## config.mk

```make
export PLATFORM = sky130hd
export DESIGN_NAME = rsv_supervisor
export DESIGN_NICKNAME = d
export VERILOG_FILES = /design/src/rtl/rsv_pkg.sv /design/src/rtl/rsv_delay_lut.sv /design/src/rtl/rsv_tick_counter.sv /design/src/rtl/rsv_channel.sv /design/src/rtl/rsv_supervisor.sv
export SDC_FILE = /design/constraint.sdc
export NUM_CORES = 1
export LEC_CHECK = 0
export BUFFER_PORTS_ARGS = -buffer_cell sky130_fd_sc_hd__buf_2
export CAP_MARGIN = 10
export CORE_MARGIN = 2
export CORE_UTILIZATION = 47
export CTS_CLUSTER_SIZE = 12
export DETAILED_ROUTE_END_ITERATION = 10
export GPL_ROUTABILITY_DRIVEN = 0
export PLACE_DENSITY = 0.76
export SYNTH_ARGS = -nofsm -noshare
export SYNTH_HDL_FRONTEND = slang
export SYNTH_SLANG_ARGS = --single-unit
```

## constraint.sdc

```tcl
create_clock -name clk -period 3.5 [get_ports clk]
set_clock_uncertainty 0.05 [all_clocks]
set_input_delay 0.525 -clock clk [delete_from_list [all_inputs] [get_ports clk]]
set_output_delay 0.525 -clock clk [all_outputs]
set_load 0.01 [all_outputs]
```

## src/rtl/rsv_pkg.sv

```systemverilog
package rsv_pkg;

    // Per-channel supervisor state
    typedef enum logic [1:0] {
        ST_HOLD  = 2'd0,   // reset driven, waiting for rail to arm
        ST_WAIT  = 2'd1,   // rail good, counting release ticks
        ST_GOOD  = 2'd2    // released
    } rsv_state_e;

    // Wait-select code values
    localparam logic [1:0] SEL_DEFAULT = 2'b00;
    localparam logic [1:0] SEL_SHORT   = 2'b01;
    localparam logic [1:0] SEL_LONG    = 2'b10;
    localparam logic [1:0] SEL_LONGEST = 2'b11;

    function automatic int unsigned max4(input int unsigned a, input int unsigned b,
                                         input int unsigned c, input int unsigned d);
        int unsigned m;
        m = a;
        if (b > m) m = b;
        if (c > m) m = c;
        if (d > m) m = d;
        return m;
    endfunction

endpackage

```

## src/rtl/rsv_delay_lut.sv

```systemverilog
module rsv_delay_lut #(
    parameter int unsigned DLY_SEL0 = 50000,
    parameter int unsigned DLY_SEL1 = 50,
    parameter int unsigned DLY_SEL2 = 100000,
    parameter int unsigned DLY_SEL3 = 200000,
    parameter int unsigned CNT_W    = 18
) (
    input  logic [1:0]       sel,
    output logic [CNT_W-1:0] ticks
);
    import rsv_pkg::*;

    always_comb begin
        unique case (sel)
            SEL_DEFAULT: ticks = CNT_W'(DLY_SEL0);
            SEL_SHORT:   ticks = CNT_W'(DLY_SEL1);
            SEL_LONG:    ticks = CNT_W'(DLY_SEL2);
            default:     ticks = CNT_W'(DLY_SEL3);
        endcase
    end

endmodule

```

## src/rtl/rsv_tick_counter.sv

```systemverilog
module rsv_tick_counter #(
    parameter int unsigned CNT_W = 18
) (
    input  logic             clk,
    input  logic             rst_n,
    input  logic             clr,
    input  logic             inc,
    input  logic [CNT_W-1:0] target,
    output logic             expire
);
    logic [CNT_W-1:0] cnt_d, cnt_q;
    logic [CNT_W:0]   cnt_next;

    always_comb begin
        cnt_next = {1'b0, cnt_q} + {{CNT_W{1'b0}}, 1'b1};
        expire   = inc && !clr && (cnt_next >= {1'b0, target});
        cnt_d    = cnt_q;
        if (clr) begin
            cnt_d = '0;
        end else if (inc && !expire) begin
            cnt_d = cnt_next[CNT_W-1:0];
        end
    end

    always_ff @(posedge clk or negedge rst_n) begin
        if (!rst_n) cnt_q <= '0;
        else        cnt_q <= cnt_d;
    end

endmodule

```

## src/rtl/rsv_channel.sv

```systemverilog
module rsv_channel #(
    parameter int unsigned DLY_SEL0 = 50000,
    parameter int unsigned DLY_SEL1 = 50,
    parameter int unsigned DLY_SEL2 = 100000,
    parameter int unsigned DLY_SEL3 = 200000,
    parameter int unsigned CNT_W    = 18
) (
    input  logic       clk,
    input  logic       rst_n,
    input  logic       tick_1us,
    input  logic       en,
    input  logic       above_rise,
    input  logic       below_fall,
    input  logic [1:0] dly_sel,
    input  logic       por_dis,
    output logic       drv_low
);
    import rsv_pkg::*;

    typedef struct packed {
        rsv_state_e       st;
        logic [CNT_W-1:0] tgt;
    } ch_regs_t;

    ch_regs_t         r_d, r_q;
    logic [CNT_W-1:0] sel_ticks;
    logic             cnt_clr, cnt_inc, cnt_expire;

    rsv_delay_lut #(
        .DLY_SEL0 (DLY_SEL0),
        .DLY_SEL1 (DLY_SEL1),
        .DLY_SEL2 (DLY_SEL2),
        .DLY_SEL3 (DLY_SEL3),
        .CNT_W    (CNT_W)
    ) lut_i (
        .sel   (dly_sel),
        .ticks (sel_ticks)
    );

    rsv_tick_counter #(
        .CNT_W (CNT_W)
    ) cnt_i (
        .clk    (clk),
        .rst_n  (rst_n),
        .clr    (cnt_clr),
        .inc    (cnt_inc),
        .target (r_q.tgt),
        .expire (cnt_expire)
    );

    // Counter is cleared outside the wait state, so every wait starts at zero
    always_comb begin
        cnt_clr = (r_q.st != ST_WAIT) || !en || por_dis || below_fall;
        cnt_inc = (r_q.st == ST_WAIT) && tick_1us;
    end

    always_comb begin
        r_d = r_q;
        if (!en || por_dis) begin
            r_d.st = ST_HOLD;
        end else begin
            unique case (r_q.st)
                ST_HOLD: begin
                    if (above_rise && !below_fall) begin
                        r_d.st  = ST_WAIT;
                        r_d.tgt = sel_ticks;   // capture select at arming
                    end
                end
                ST_WAIT: begin
                    if (below_fall)      r_d.st = ST_HOLD;
                    else if (cnt_expire) r_d.st = ST_GOOD;
                end
                ST_GOOD: begin
                    if (below_fall) r_d.st = ST_HOLD;
                end
                default: r_d.st = ST_HOLD;
            endcase
        end
    end

    always_ff @(posedge clk or negedge rst_n) begin
        if (!rst_n) begin
            r_q.st  <= ST_HOLD;
            r_q.tgt <= '0;
        end else begin
            r_q <= r_d;
        end
    end

    assign drv_low = !por_dis && (r_q.st != ST_GOOD);

endmodule

```

## src/rtl/rsv_supervisor.sv

```systemverilog
module rsv_supervisor #(
    parameter int unsigned NUM_CH   = 2,
    parameter int unsigned DLY_SEL0 = 50000,
    parameter int unsigned DLY_SEL1 = 50,
    parameter int unsigned DLY_SEL2 = 100000,
    parameter int unsigned DLY_SEL3 = 200000
) (
    input  logic                  clk,
    input  logic                  rst_n,
    input  logic                  tick_1us,
    input  logic [NUM_CH-1:0]     en,
    input  logic [NUM_CH-1:0]     above_rise,
    input  logic [NUM_CH-1:0]     below_fall,
    input  logic [2*NUM_CH-1:0]   dly_sel,
    input  logic [NUM_CH-1:0]     por_dis,
    output logic [NUM_CH-1:0]     drv_low
);
    localparam int unsigned DLY_MAX = rsv_pkg::max4(DLY_SEL0, DLY_SEL1, DLY_SEL2, DLY_SEL3);
    localparam int unsigned CNT_W   = $clog2(DLY_MAX + 1);

    for (genvar c = 0; c < NUM_CH; c++) begin : g_ch
        rsv_channel #(
            .DLY_SEL0 (DLY_SEL0),
            .DLY_SEL1 (DLY_SEL1),
            .DLY_SEL2 (DLY_SEL2),
            .DLY_SEL3 (DLY_SEL3),
            .CNT_W    (CNT_W)
        ) ch_i (
            .clk        (clk),
            .rst_n      (rst_n),
            .tick_1us   (tick_1us),
            .en         (en[c]),
            .above_rise (above_rise[c]),
            .below_fall (below_fall[c]),
            .dly_sel    (dly_sel[2*c+1 -: 2]),
            .por_dis    (por_dis[c]),
            .drv_low    (drv_low[c])
        );
    end

endmodule

```

== Word level (Yosys, flattened, before mapping) ==
Index checks and enable logic that the tools add are counted.
Widths: inputs -> output; s select.

* Flip-flop bits (word level): 76
* Input bits: 15
* Logic and storage cells: 88

* Add/subtract/negate cells: 2
* Order comparisons: 2
* Equal/unequal tests: 18
* Muxes and demuxes: 18
* Bitwise gates (word level): 2
* Reduce and logical (&&, ||, !) cells: 40

{| class="wikitable"
|+ Operator list
! kind !! count
|-
| $pmux 18 s3 || 2
|-
| $mux 18 || 4
|-
| $mux 20 || 2
|-
| $add 18x1->19 const B || 2
|-
| $ge 19x18->1 || 2
|-
| $mux 2 || 8
|-
| $logic_and 1x1->1 || 12
|-
| $pmux 2 s3 || 2
|-
| $reduce_and 3->1 || 4
|-
| $logic_not 1->1 || 10
|-
| $eq 2x1->1 const B || 4
|-
| $eq 2x2->1 const B || 4
|-
| $logic_not 2->1 || 4
|-
| $logic_or 1x1->1 || 8
|-
| $ne 4x3->1 const B || 2
|-
| $ne 3x1->1 const B || 2
|-
| $ne 3x2->1 const B || 2
|-
| $ne 2x1->1 const B || 2
|-
| $ne 2x2->1 const B || 2
|-
| $reduce_bool 2->1 || 2
|-
| $not 1->1 || 2
|}

== Logic depth before layout (Yosys ltp) ==
Gate-level depths: netlist of the first run.

* Word-level depth: 11
* Mapped depth: 16

== Modules after synthesis ==
A second synthesis of the first run with hierarchy kept.

* Cell total of the unflattened synthesis: 546
* Area total of the unflattened synthesis: 5,476.5 µm²

{| class="wikitable"
|+ Modules (own cells, without submodules)
! module !! instances !! cells an instance !! area each (µm²) !! sequential area each (µm²)
|-
| rsv_tick_counter at g_ch[0].ch_i.cnt_i || 1 || 206 || 1,741.7 || 450.4
|-
| rsv_tick_counter at g_ch[1].ch_i.cnt_i || 1 || 196 || 1,712.9 || 450.4
|-
| rsv_channel || 2 || 50 || 830.8 || 500.5
|-
| rsv_delay_lut || 2 || 22 || 180.2 || 0.0
|}

== Worst setup path before layout of the first run ==
OpenSTA, ideal clock, no wires.

* Path kind: reg-to-reg
* Start: register g_ch[0].ch_i.cnt_i.cnt_q[0]
* End: register g_ch[0].ch_i.cnt_i.cnt_q[3]
* Library setup time: 0.124 ns
* Data arrival time: 3.120 ns
* Slack: 0.207 ns
* Cell stages (with the launch flop): 15
* Path through: dfrtp_1 -> ha_1 -> nand4_1 -> nor4_2 -> nand2_1 -> xnor2_1 -> ha_1 -> a21o_1 -> a221o_1 -> a21oi_1 -> o211ai_2 -> buf_4 -> buf_2 -> o211ai_1 -> nand2_1

* Cells in the longest elaborated chain, start to end: 6
* Elaborated cells between the ends (all ways): 8
* Those cells by class: add/sub: 1; order compare: 1; mux: 2; reduce/logical: 4

{| class="wikitable"
|+ Ends and longest elaborated chain
! item !! line !! source
|-
| start, declared || rsv_tick_counter.sv:11 || <nowiki>logic [CNT_W-1:0] cnt_d, cnt_q;</nowiki>
|-
| start signal, assigned || rsv_tick_counter.sv:27 || <nowiki>else cnt_q <= cnt_d;</nowiki>
|-
| $add 18x1->19 * || rsv_tick_counter.sv:15 || <nowiki>cnt_next = {1'b0, cnt_q} + {{CNT_W{1'b0}}, 1'b1};</nowiki>
|-
| $ge 19x18->1 || rsv_tick_counter.sv:16 || <nowiki>expire = inc && !clr && (cnt_next >= {1'b0, target});</nowiki>
|-
| $logic_and 1x1->1 || rsv_tick_counter.sv:16 ||
|-
| $logic_not 1->1 || rsv_tick_counter.sv:20 || <nowiki>end else if (inc && !expire) begin</nowiki>
|-
| $logic_and 1x1->1 || rsv_tick_counter.sv:20 ||
|-
| $reduce_bool 2->1 (no line) || n/a ||
|}

Mark *: on every way between the ends. The rest lies on a longest branch, timed or not. The select of a mux whose other input is x is not followed.
A chain may end at the register's enable or synchronous reset.

== Final worst setup path of the first run ==
* Start: register g_ch[0].ch_i.cnt_i.cnt_q[1]
* End: register g_ch[0].ch_i.cnt_i.cnt_q[2]

The elaborated chain is that of the path after synthesis.

==> qor.csv, run 1 <==
metric,value,unit
status,"complete, no violations",
avgSynthCellArea,9.06,um2
grt_max_degree,40,
fin_crit,3.35,ns
postSynthCellCount,452,
nets,551,
crit_arrival,3.59,ns
cts_tree,built,
fillers,742,
p_per_area,345,nW/um2
reg2reg_from,g_ch[0].ch_i.cnt_i.cnt_q[1]$_DFFE_PN0P_,
dp_hpwl,6750,um
clkLatencyLatePin,0.35,ns
gr-total-overflow,0,
routed_wl,9640,um
cts_hold_buffers,0,
grt_pass1_wl,15900,um
cts_buffers,9,
setup_viol,0,
grt_pass1_vias,3484,
pin_count,17,
critPathKind,flop to flop,
holdWs,0.255,ns
setup.worst_path.start_class,flop,
final-hold-violation-count,0,
relSlewSlack,0.396,
fin_cells,611,
rr_endpoint,g_ch[0].ch_i.cnt_i.cnt_q[2]$_DFFE_PN0P_,
reg2regPathDepth,16,
antenna_left,0,
start_util,0.477,
drc_errors,0,
tns,0,ns
vias_per_cell,5.82,
synth_edf_count,0,
n_antenna_cell,0,
path_clk_slew,0.07,ns
crit_fanout,11,
cp-end-kind,flop,
grt_use_total,0.205,
cts.path.max_buffers,2,
num_rows,34,
wl_per_cell,15.8,um
dr.pass1.iters,4,
post-route-period-util,0.958,
coreArea,8590,um2
yosysWarningCount,0,
clockRootBuffer,clkbuf_8,
drt_iter0_drc,148,
ys.flop_type,dfrtp_1,
drive_gt1_frac,0.223,
dpl.cell_count,582,
reg2reg_slack,0.15,ns
netlist_area,4100,um2
ys_seq_area_frac,0.354,
ys_seq_elements,58,
fin_util,0.562,
antenna_found_initial,0,
fp.dieArea,9480,um2
synthArstFlopShare,1.00,
drv_slew,0,
vdd_drop_max,0.214,mV
area_growth,18.0,%
fp.dieH,97.4,um
port_buffers,16,
max_freq,298,MHz
htree_levels,3,
syn_nets,505,
cts.sinks,58,
power,1670,uW
leakagePower,0.00213,uW
worst_hold_path_type,input pin to async pin,
chipWidth,97.4,um
via_count,3555,
maxCapViolations,0,
critical_path_required,3.73,ns
ys_types,54,
tightest_slew,0.906,ns
## metal layers
metal	GRT usage	wire length [um]
met1	0.243	4060
met4	0.0759	178
met3	0.0460	331
met2	0.362	5070
met5	0	0
## critical path, stage by stage (launching register included)
cell       delay, ns
dfrtp_1         0.41
ha_2            0.22
buf_4           0.14
nand2_1         0.06
nor2_2          0.13
nand2_2         0.11
nor2_4          0.14
xor2_1          0.16
ha_1            0.28
a211oi_2        0.19
o21bai_1        0.11
a2bb2oi_1       0.15
nor3_2          0.30
o211ai_4        0.15
buf_4           0.19
or4_1           0.40
nand2_1         0.09
## worst max-delay path by stage
stage / slack (ns) / start / depth (start not counted) / to
finish: 0.15 / g_ch[0].ch_i.cnt_i.cnt_q[1]$_DFFE_PN0P_ / 16 / g_ch[0].ch_i.cnt_i.cnt_q[2]$_DFFE_PN0P_
global route: -0.04 / g_ch[0].ch_i.cnt_i.cnt_q[1]$_DFFE_PN0P_ / 16 / g_ch[0].ch_i.cnt_i.cnt_q[2]$_DFFE_PN0P_
CTS: 0.01 / g_ch[0].ch_i.cnt_i.cnt_q[0]$_DFFE_PN0P_ / 13 / g_ch[0].ch_i.cnt_i.cnt_q[6]$_DFFE_PN0P_
detailed placement: -0.1 / g_ch[0].ch_i.cnt_i.cnt_q[0]$_DFFE_PN0P_ / 13 / g_ch[0].ch_i.cnt_i.cnt_q[15]$_DFFE_PN0P_
global placement: 0.11 / g_ch[0].ch_i.cnt_i.cnt_q[0]$_DFFE_PN0P_ / 16 / g_ch[0].ch_i.cnt_i.cnt_q[0]$_DFFE_PN0P_
floorplan: 0.21 / g_ch[0].ch_i.cnt_i.cnt_q[0]$_DFFE_PN0P_ / 14 / g_ch[0].ch_i.cnt_i.cnt_q[3]$_DFFE_PN0P_
## what timing repair did
item / CTS / global route
setup buffers: 2 / 11
resized for setup: 4 / 25
pin swaps: 1 / 7
hold endpoints to repair: 0 / 0
setup endpoints to repair: 14 / 33
## stage by stage
stage	cell area, um2	worst slack [ns]
6_report	4830	0.146
5_1_grt	4830	-0.0375
4_1_cts	4650	0.0126
3_5_place_dp	4390	-0.0968
3_3_place_gp	4390	0.107
2_1_floorplan	4100	0.207
## power breakdown
group	leakage (uW)	internal, uW	switching [uW]
clock network	0.000108	406	278
registers	0.000777	714	21.8
logic	0.00125	102	144
total	0.00213	1220	444
## area by class of cell
cell class,count,area (um2),area share
Clock buffer,13,179,0.0370
Sequential cell,58,1460,0.301
Clock inverter,3,45.0,0.00932
Inverter,26,97.6,0.0202
Timing Repair Buffer,50,352,0.0728
Tap cell,108,135,0.0280
Multi-Input combinational cell,353,2570,0.531
## Yosys cell counts (2+ instances only)
cell / number / area (um2)
nand4_1: 10 / 62.6
inv_1: 26 / 97.6
or3_1: 25 / 156
and2_1: 4 / 25.0
buf_2: 4 / 20.0
o21a_1: 3 / 22.5
a21o_1: 4 / 30.0
mux2_2: 10 / 113
clkbuf_1: 5 / 18.8
xnor2_1: 24 / 210
a221o_1: 2 / 20.0
or3b_2: 2 / 17.5
and4_1: 4 / 35.0
and3_1: 8 / 50.1
buf_4: 5 / 37.5
or2_2: 3 / 18.8
a31oi_1: 5 / 31.3
o211ai_1: 7 / 52.6
xor2_1: 4 / 35.0
o21ai_1: 19 / 95.1
nand3_1: 26 / 130
o31ai_1: 9 / 67.6
nor2_1: 21 / 78.8
nor3_1: 10 / 50.1
ha_1: 38 / 475
or4_1: 9 / 67.6
dfrtp_1: 58 / 1450
nor3b_1: 2 / 15.0
a21oi_1: 35 / 175
o21ai_0: 10 / 50.1
o211ai_2: 2 / 25.0
nand2_1: 36 / 135
## layout by cell type, fill, tap and decap left out, types with 3 or more instances in the layout
master / Yosys / routed
or3_1: 25 / 24
nand3_1: 26 / 24
xnor2_1: 24 / 22
nor2_1: 21 / 19
buf_4: 5 / 32
a21o_1: 4 / 4
and3_1: 8 / 7
nand2_1: 36 / 35
mux2_2: 10 / 10
nand4_1: 10 / 10
xor2_1: 4 / 4
dfrtp_1: 58 / 54
ha_1: 38 / 37
o21ai_0: 10 / 9
nor3_1: 10 / 9
inv_1: 26 / 26
buf_2: 4 / 16
or2_2: 3 / 3
a31oi_1: 5 / 4
o21a_1: 3 / 3
and4_1: 4 / 3
and2_1: 4 / 4
dfrtp_2: 0 / 4
a21oi_1: 35 / 32
clkbuf_8: 0 / 13
o21ai_1: 19 / 19
o211ai_1: 7 / 7
or4_1: 9 / 9
o31ai_1: 9 / 9
## registers in the layout, indices dropped and copies added, names as in the netlist
name / cells
g_ch.ch_i.r_q: 22
g_ch.ch_i.cnt_i.cnt_q: 36
## cell families (layout without fill, tap and decap cells)
kind of cell / after synthesis / after routing / share of synthesized area
adders and majority gates: 38 / 38 / 0.116
and+or+nand+nor: 169 / 169 / 0.228
muxes: 11 / 11 / 0.0299
xor gates and xnor gates: 28 / 28 / 0.0599
DFF: 58 / 58 / 0.354
buffers and inverters: 41 / 92 / 0.0452
AOI/OAI and AO/OA: 107 / 107 / 0.166
No activity file was read; power rests on OpenSTA's default activity.
==> run 2, diff against run 1 <==
BUFFER_PORTS_ARGS = -buffer_cell sky130_fd_sc_hd__buf_4   (was -buffer_cell sky130_fd_sc_hd__buf_2)
CTS_BUF_LIST = sky130_fd_sc_hd__clkbuf_8   (was default)
==> qor.csv, run 2 (synthesis results as in run 1) <==
metric,value,unit,change
status,"complete, no violations",,
cts_buffers,9,,unchanged
fp.dieH,97.4,um,unchanged
combPwrFrac,0.149,,about the same
crit_arrival,3.61,ns,+0.02 ns
crit_fanout,14,,+3
tns,0,ns,unchanged
path_clk_slew,0.07,ns,about the same
n_antenna_cell,0,,unchanged
clockRootBuffer,clkbuf_8,,
final-hold-violation-count,0,,unchanged
nets,547,,-0.73%
setup_viol,0,,unchanged
htree_levels,3,,unchanged
drive_gt1_frac,0.209,,-0.0138
routed_wl,9390,um,-2.7%
critPathSlowestCell,dfrtp_2,,
setup.worst_path.start_class,flop,,
fp.dieArea,9480,um2,unchanged
reg2regPathDepth,13,,-3
relSlewSlack,0.507,,+0.111
clock_power_share,0.397,,-0.014
vdd_drop_max,0.201,mV,-6.0%
worst_hold_path_type,input pin to async pin,,
crit_path_frequent_cell,ha_1,,
grt_pass1_wl,15600,um,-2.1%
critical_path_required,3.70,ns,-0.03 ns
layout_common_cells,"dfrtp_1 (49), buf_4 (45), ha_1 (38), nand2_1 (35), a21oi_1 (34)",,
p_per_area,339,nW/um2,-1.6%
pin_count,17,,unchanged
grt_max_degree,59,,+48%
fillers,746,,+0.54%
drc_errors,0,,unchanged
antenna_found_initial,0,,unchanged
drt_iter0_drc,107,,-28%
via_count,3574,,+0.53%
post_dp_cell_area,4380,um2,-0.23%
seq_power_share,0.454,,+0.013
reg_top3,"g_ch.ch_i.cnt_i.cnt_q: 36 flops, g_ch.ch_i.r_q: 22 flops",,
dpl.cell_count,577,,-0.86%
p_sw,426,uW,-4.1%
switching_share,0.262,,-0.00409
clkLatencyLatePin,0.34,ns,about the same
post-route-period-util,0.975,,+0.0166
max_freq,293,MHz,-1.7%
cts.path.max_buffers,2,,unchanged
worst-path-buf-inv,1,,-1
final_cell_area,4780,um2,-1.0%
cp-end-kind,flop,,
rr_endpoint,g_ch[0].ch_i.cnt_i.cnt_q[11]$_DFFE_PN0P_,,
tightest_slew,0.740,ns,-0.166 ns
rsz0062_at_grt,true,,
wl_per_cell,15.5,um,-1.9%
seq_area,1460,um2,+0.43%
largest_reg_flops,36,,unchanged
cts_tree,built,,
p_int,1200,uW,-2.1%
coreArea,8590,um2,unchanged
num_rows,34,,unchanged
critPathKind,flop to flop,,
start_util,0.477,,unchanged
chipWidth,97.4,um,unchanged
holdWs,0.207,ns,-0.0480 ns
grt_use_total,0.198,,-0.00674
dr.pass1.iters,4,,unchanged
reg2reg_slack,0.09,ns,-0.06 ns
cp_slowest_stage_delay,0.41,ns,about the same
layout_commonest_cell,dfrtp_1,,
worstPathCellList,"ha_1, nand4_1, nor4_2, nand2_1, xnor2_1, ha_1, a21o_1, a221o_1, a21oi_2, o211ai_2, buf_4, or3_1, a21oi_1",,
path_delay_family,compound AO/OA/AOI/OAI gates,,
top_register,g_ch.ch_i.cnt_i.cnt_q,,
gr-total-overflow,0,,unchanged
antenna_left,0,,unchanged
fin_crit,3.41,ns,+0.0579 ns
port_buffers,16,,unchanged
dp_hpwl,6590,um,-2.4%
vias_per_cell,5.90,,+1.4%
fin_cells,606,,-0.82%
grt_pass1_vias,3466,,-0.52%
multiInputGateArea,2530,um2,-1.3%
maxCapViolations,0,,unchanged
leakagePower,0.00209,uW,-1.9%
cts_hold_buffers,0,,unchanged
drv_slew,0,,unchanged
reg2reg_from,g_ch[0].ch_i.cnt_i.cnt_q[1]$_DFFE_PN0P_,,
cts.sinks,58,,unchanged
power,1620,uW,-2.6%
area_growth,16.7,%,
run 2: changes by cell type in the layout (fill, tap and decap cells not counted), moves of 2 or more:
cell,delta
buf_2,-16
buf_4,+13
dfrtp_1,-5
dfrtp_2,+5
a21oi_1,+2
clkinvlp_4,-2
run 2: per-stage QoR:
step / worst slack [ns] / util
after floorplan: 0.207 / -
after global placement: 0.108 / 0.510
after detailed placement: 0.0352 / 0.510
after CTS: 0.00228 / 0.536
after global routing: -0.186 / 0.556
final: 0.0882 / 0.556
run 2: metal layers:
metal / vias to the layer above / GRT usage / wire length [um]
met1: 1750 / 0.228 / 3930
met2: 64 / 0.353 / 5030
met4: 0 / 0.0684 / 156
met3: 16 / 0.0532 / 274
met5: - / 0 / 0
li1: 1744 / - / -
run 2: timing repair:
| action | 4_1_cts | 5_1_grt |
|---|---|---|
| setup buffers | 2 | 12 |
| endpoints found under the setup margin | 9 | 33 |
| pin swaps | 0 | 7 |
| gates resized for setup | 1 | 25 |
run 2: worst max-delay path by stage:
stage	end	slack [ns]	depth (start not counted)	startpoint
final	g_ch[0].ch_i.cnt_i.cnt_q[11]$_DFFE_PN0P_	0.09	13	g_ch[0].ch_i.cnt_i.cnt_q[1]$_DFFE_PN0P_
after global routing	g_ch[0].ch_i.cnt_i.cnt_q[11]$_DFFE_PN0P_	-0.19	13	g_ch[0].ch_i.cnt_i.cnt_q[1]$_DFFE_PN0P_
after CTS	g_ch[0].ch_i.cnt_i.cnt_q[11]$_DFFE_PN0P_	0.002	16	g_ch[0].ch_i.cnt_i.cnt_q[1]$_DFFE_PN0P_
after detailed placement	g_ch[0].ch_i.cnt_i.cnt_q[11]$_DFFE_PN0P_	0.04	16	g_ch[0].ch_i.cnt_i.cnt_q[0]$_DFFE_PN0P_
after global placement	g_ch[0].ch_i.cnt_i.cnt_q[16]$_DFFE_PN0P_	0.11	16	g_ch[0].ch_i.cnt_i.cnt_q[1]$_DFFE_PN0P_
after floorplan	g_ch[0].ch_i.cnt_i.cnt_q[3]$_DFFE_PN0P_	0.21	14	g_ch[0].ch_i.cnt_i.cnt_q[0]$_DFFE_PN0P_
run 2: final cells by class:
class	count	share of cell area
clock buffers	12	0.0345
repair buffers	46	0.0730
flip-flops and latches	58	0.306
inverters	26	0.0204
clock inverters	3	0.00811
well taps	108	0.0283
multi-input cells	353	0.530
run 2: power by group through the flow:
stage                     Clock [uW]  Sequential (uW)  Combinational [uW]
after floorplan                    0              740                 164
after global placement             0              747                 221
after detailed placement           0              748                 236
after CTS                        661              736                 237
after global routing             685              740                 275
final                            645              736                 241
run 2: worst reg2reg max path, cell delays in order (launching register included):
cell and delay (ns):
dfrtp_2 0.41, ha_1 0.18, nand4_1 0.19, nor4_2 0.29, nand2_1 0.16, xnor2_1 0.22
ha_1 0.28, a21o_1 0.18, a221o_1 0.30, a21oi_2 0.19, o211ai_2 0.18, buf_4 0.22
or3_1 0.31, a21oi_1 0.16
==> run 3, diff against run 2 <==
CORE_UTILIZATION = 50   (was 47)
PLACE_DENSITY = 0.79   (was 0.76)
==> qor.csv, run 3 (synthesis results as in run 1) <==
metric,value,unit,change
status,"complete, no violations",,
port_buffers,16,,unchanged
vias_per_cell,5.88,,-0.37%
vdd_drop_max,0.240,mV,+19%
critPathKind,flop to flop,,
crit_fanout,20,,+6
pin_count,17,,unchanged
wl_per_cell,15.6,um,+0.58%
coreArea,8090,um2,-5.8%
path_delay_family,simple AND/OR/NAND/NOR gates,,
leakagePower,0.00206,uW,-1.7%
drc_errors,0,,unchanged
cts.sinks,58,,unchanged
largest_reg_flops,36,,unchanged
maxCapViolations,0,,unchanged
path_clk_slew,0.07,ns,about the same
cts_buffers,9,,unchanged
dp_worst_setup_slack,0.00783,ns,-0.0274 ns
dpl.cell_count,572,,-0.87%
reg_top3,"g_ch.ch_i.cnt_i.cnt_q: 36 flops, g_ch.ch_i.r_q: 22 flops",,
fp.dieH,94.5,um,-2.9%
worst_hold_path_type,input pin to async pin,,
tns,0,ns,unchanged
chipWidth,94.5,um,-2.9%
grt_pass1_wl,15700,um,+0.53%
fillers,679,,-9.0%
drt_iter0_drc,145,,+36%
setup_viol,0,,unchanged
gr-total-overflow,0,,unchanged
top_register,g_ch.ch_i.cnt_i.cnt_q,,
setup.worst_path.start_class,flop,,
layout_commonest_cell,dfrtp_1,,
power,1600,uW,-1.6%
fin_crit,3.35,ns,-0.0653 ns
fin_cells,595,,-1.8%
antenna_found_initial,0,,unchanged
critPathSlowestCell,dfrtp_2,,
worstPathCellList,"ha_1, and3_4, and4_4, nand3_1, xnor2_1, ha_1, a21o_1, a21oi_1, o21ai_1, a31oi_1, o211ai_2, buf_6, or4_1, a21oi_1",,
antenna_left,0,,unchanged
via_count,3496,,-2.2%
relSlewSlack,0.323,,-0.184
htree_levels,3,,unchanged
dp_hpwl,6700,um,+1.5%
critical_path_required,3.71,ns,about the same
start_util,0.506,,+0.0295
grt_use_total,0.221,,+0.0229
layout_common_cells,"dfrtp_1 (52), ha_1 (38), buf_4 (36), nand2_1 (35), a21oi_1 (33)",,
max_freq,299,MHz,+2.0%
tightest_slew,1.01,ns,+0.268 ns
dr.pass1.iters,4,,unchanged
routed_wl,9270,um,-1.2%
grt_max_degree,59,,unchanged
clockRootBuffer,clkbuf_8,,
cts_tree,built,,
n_antenna_cell,0,,unchanged
drive_gt1_frac,0.192,,-0.0170
finalWorstSetupSlack,0.154,ns,+0.0653 ns
holdWs,0.179,ns,-0.0279 ns
p_per_area,340,nW/um2,about the same
area_growth,14.7,%,
cts.path.max_buffers,2,,unchanged
grt_pass1_vias,3502,,+1.0%
post-route-period-util,0.956,,-0.0187
nets,538,,-1.6%
cp-end-kind,flop,,
clkLatencyLatePin,0.34,ns,about the same
crit_arrival,3.55,ns,-0.06 ns
cp_slowest_stage_delay,0.41,ns,about the same
drv_slew,0,,unchanged
num_rows,33,,-2.9%
final-hold-violation-count,0,,unchanged
worst-path-buf-inv,1,,unchanged
fp.dieArea,8930,um2,-5.8%
==> run 3: cell types whose count changed in the layout (fill, tap and decap cells not counted), sizes merged <==
cell	before	now
buf	46	37
clkbuf	12	11
inv	27	29
==> run 3: timing repair <==
action                                  in CTS  in global routing
pin swaps                                    0                  5
endpoints found under the setup margin      13                 34
setup buffers                                0                  7
gates resized for setup                      3                 21
hold buffers                                 0                  0
==> run 3: final cells by class <==
cell class                      count  area (um2)  share of cell area
Multi-Input combinational cell    353        2530               0.539
Clock buffer                       11         151              0.0322
Sequential cell                    58        1460               0.310
Inverter                           26        97.6              0.0208
Clock inverter                      5        46.3             0.00985
Tap cell                          105         131              0.0280
Timing Repair Buffer               37         282              0.0599
==> run 3: through the flow <==
step            util  cell area [um2]
2_1_floorplan      -             4100
3_3_place_gp   0.539             4370
3_5_place_dp   0.539             4370
4_1_cts        0.565             4570
5_1_grt        0.581             4700
6_report       0.581             4700
==> run 3: path summary, 6_finish.rpt <==
check | startpoint | end | slack [ns] | cells past startpoint
worst max-delay path | g_ch[1].ch_i.cnt_i.cnt_q[1]$_DFFE_PN0P_ | g_ch[1].ch_i.cnt_i.cnt_q[10]$_DFFE_PN0P_ | 0.15 | 14
worst min-delay path | rst_n | g_ch[0].ch_i.r_q[15]$_DFFE_PN0P_ | 0.18 | 1
worst max register to register | g_ch[1].ch_i.cnt_i.cnt_q[1]$_DFFE_PN0P_ | g_ch[1].ch_i.cnt_i.cnt_q[10]$_DFFE_PN0P_ | 0.15 | 14
worst min register to register | g_ch[1].ch_i.r_q[4]$_DFFE_PN0P_ | g_ch[1].ch_i.r_q[4]$_DFFE_PN0P_ | 0.45 | 2
max in group asynchronous | rst_n | g_ch[1].ch_i.cnt_i.cnt_q[2]$_DFFE_PN0P_ | 2.67 | 1
min in group clk | below_fall[1] | g_ch[1].ch_i.r_q[19]$_DFFE_PN0P_ | 0.42 | 3
==> run 3: power breakdown <==
group	switching [uW]	total, uW	internal [uW]
combinational	139	241	103
sequential	21.8	736	714
clock	260	619	359
==> run 3: layer usage <==
metal | up-vias | track usage | routed length, um
met2 | 70 | 0.412 | 5040
met3 | 18 | 0.0527 | 285
met5 | - | 0 | 0
met4 | 0 | 0.0785 | 185
met1 | 1691 | 0.243 | 3750
li1 | 1717 | - | -
==> run 3: worst register-to-register path, stage by stage, from the launching register on <==
cell and delay (ns):
dfrtp_2 0.41, ha_1 0.20, and3_4 0.21, and4_4 0.24
nand3_1 0.15, xnor2_1 0.24, ha_1 0.28, a21o_1 0.16
a21oi_1 0.13, o21ai_1 0.12, a31oi_1 0.21, o211ai_2 0.14
buf_6 0.17, or4_1 0.40, a21oi_1 0.15
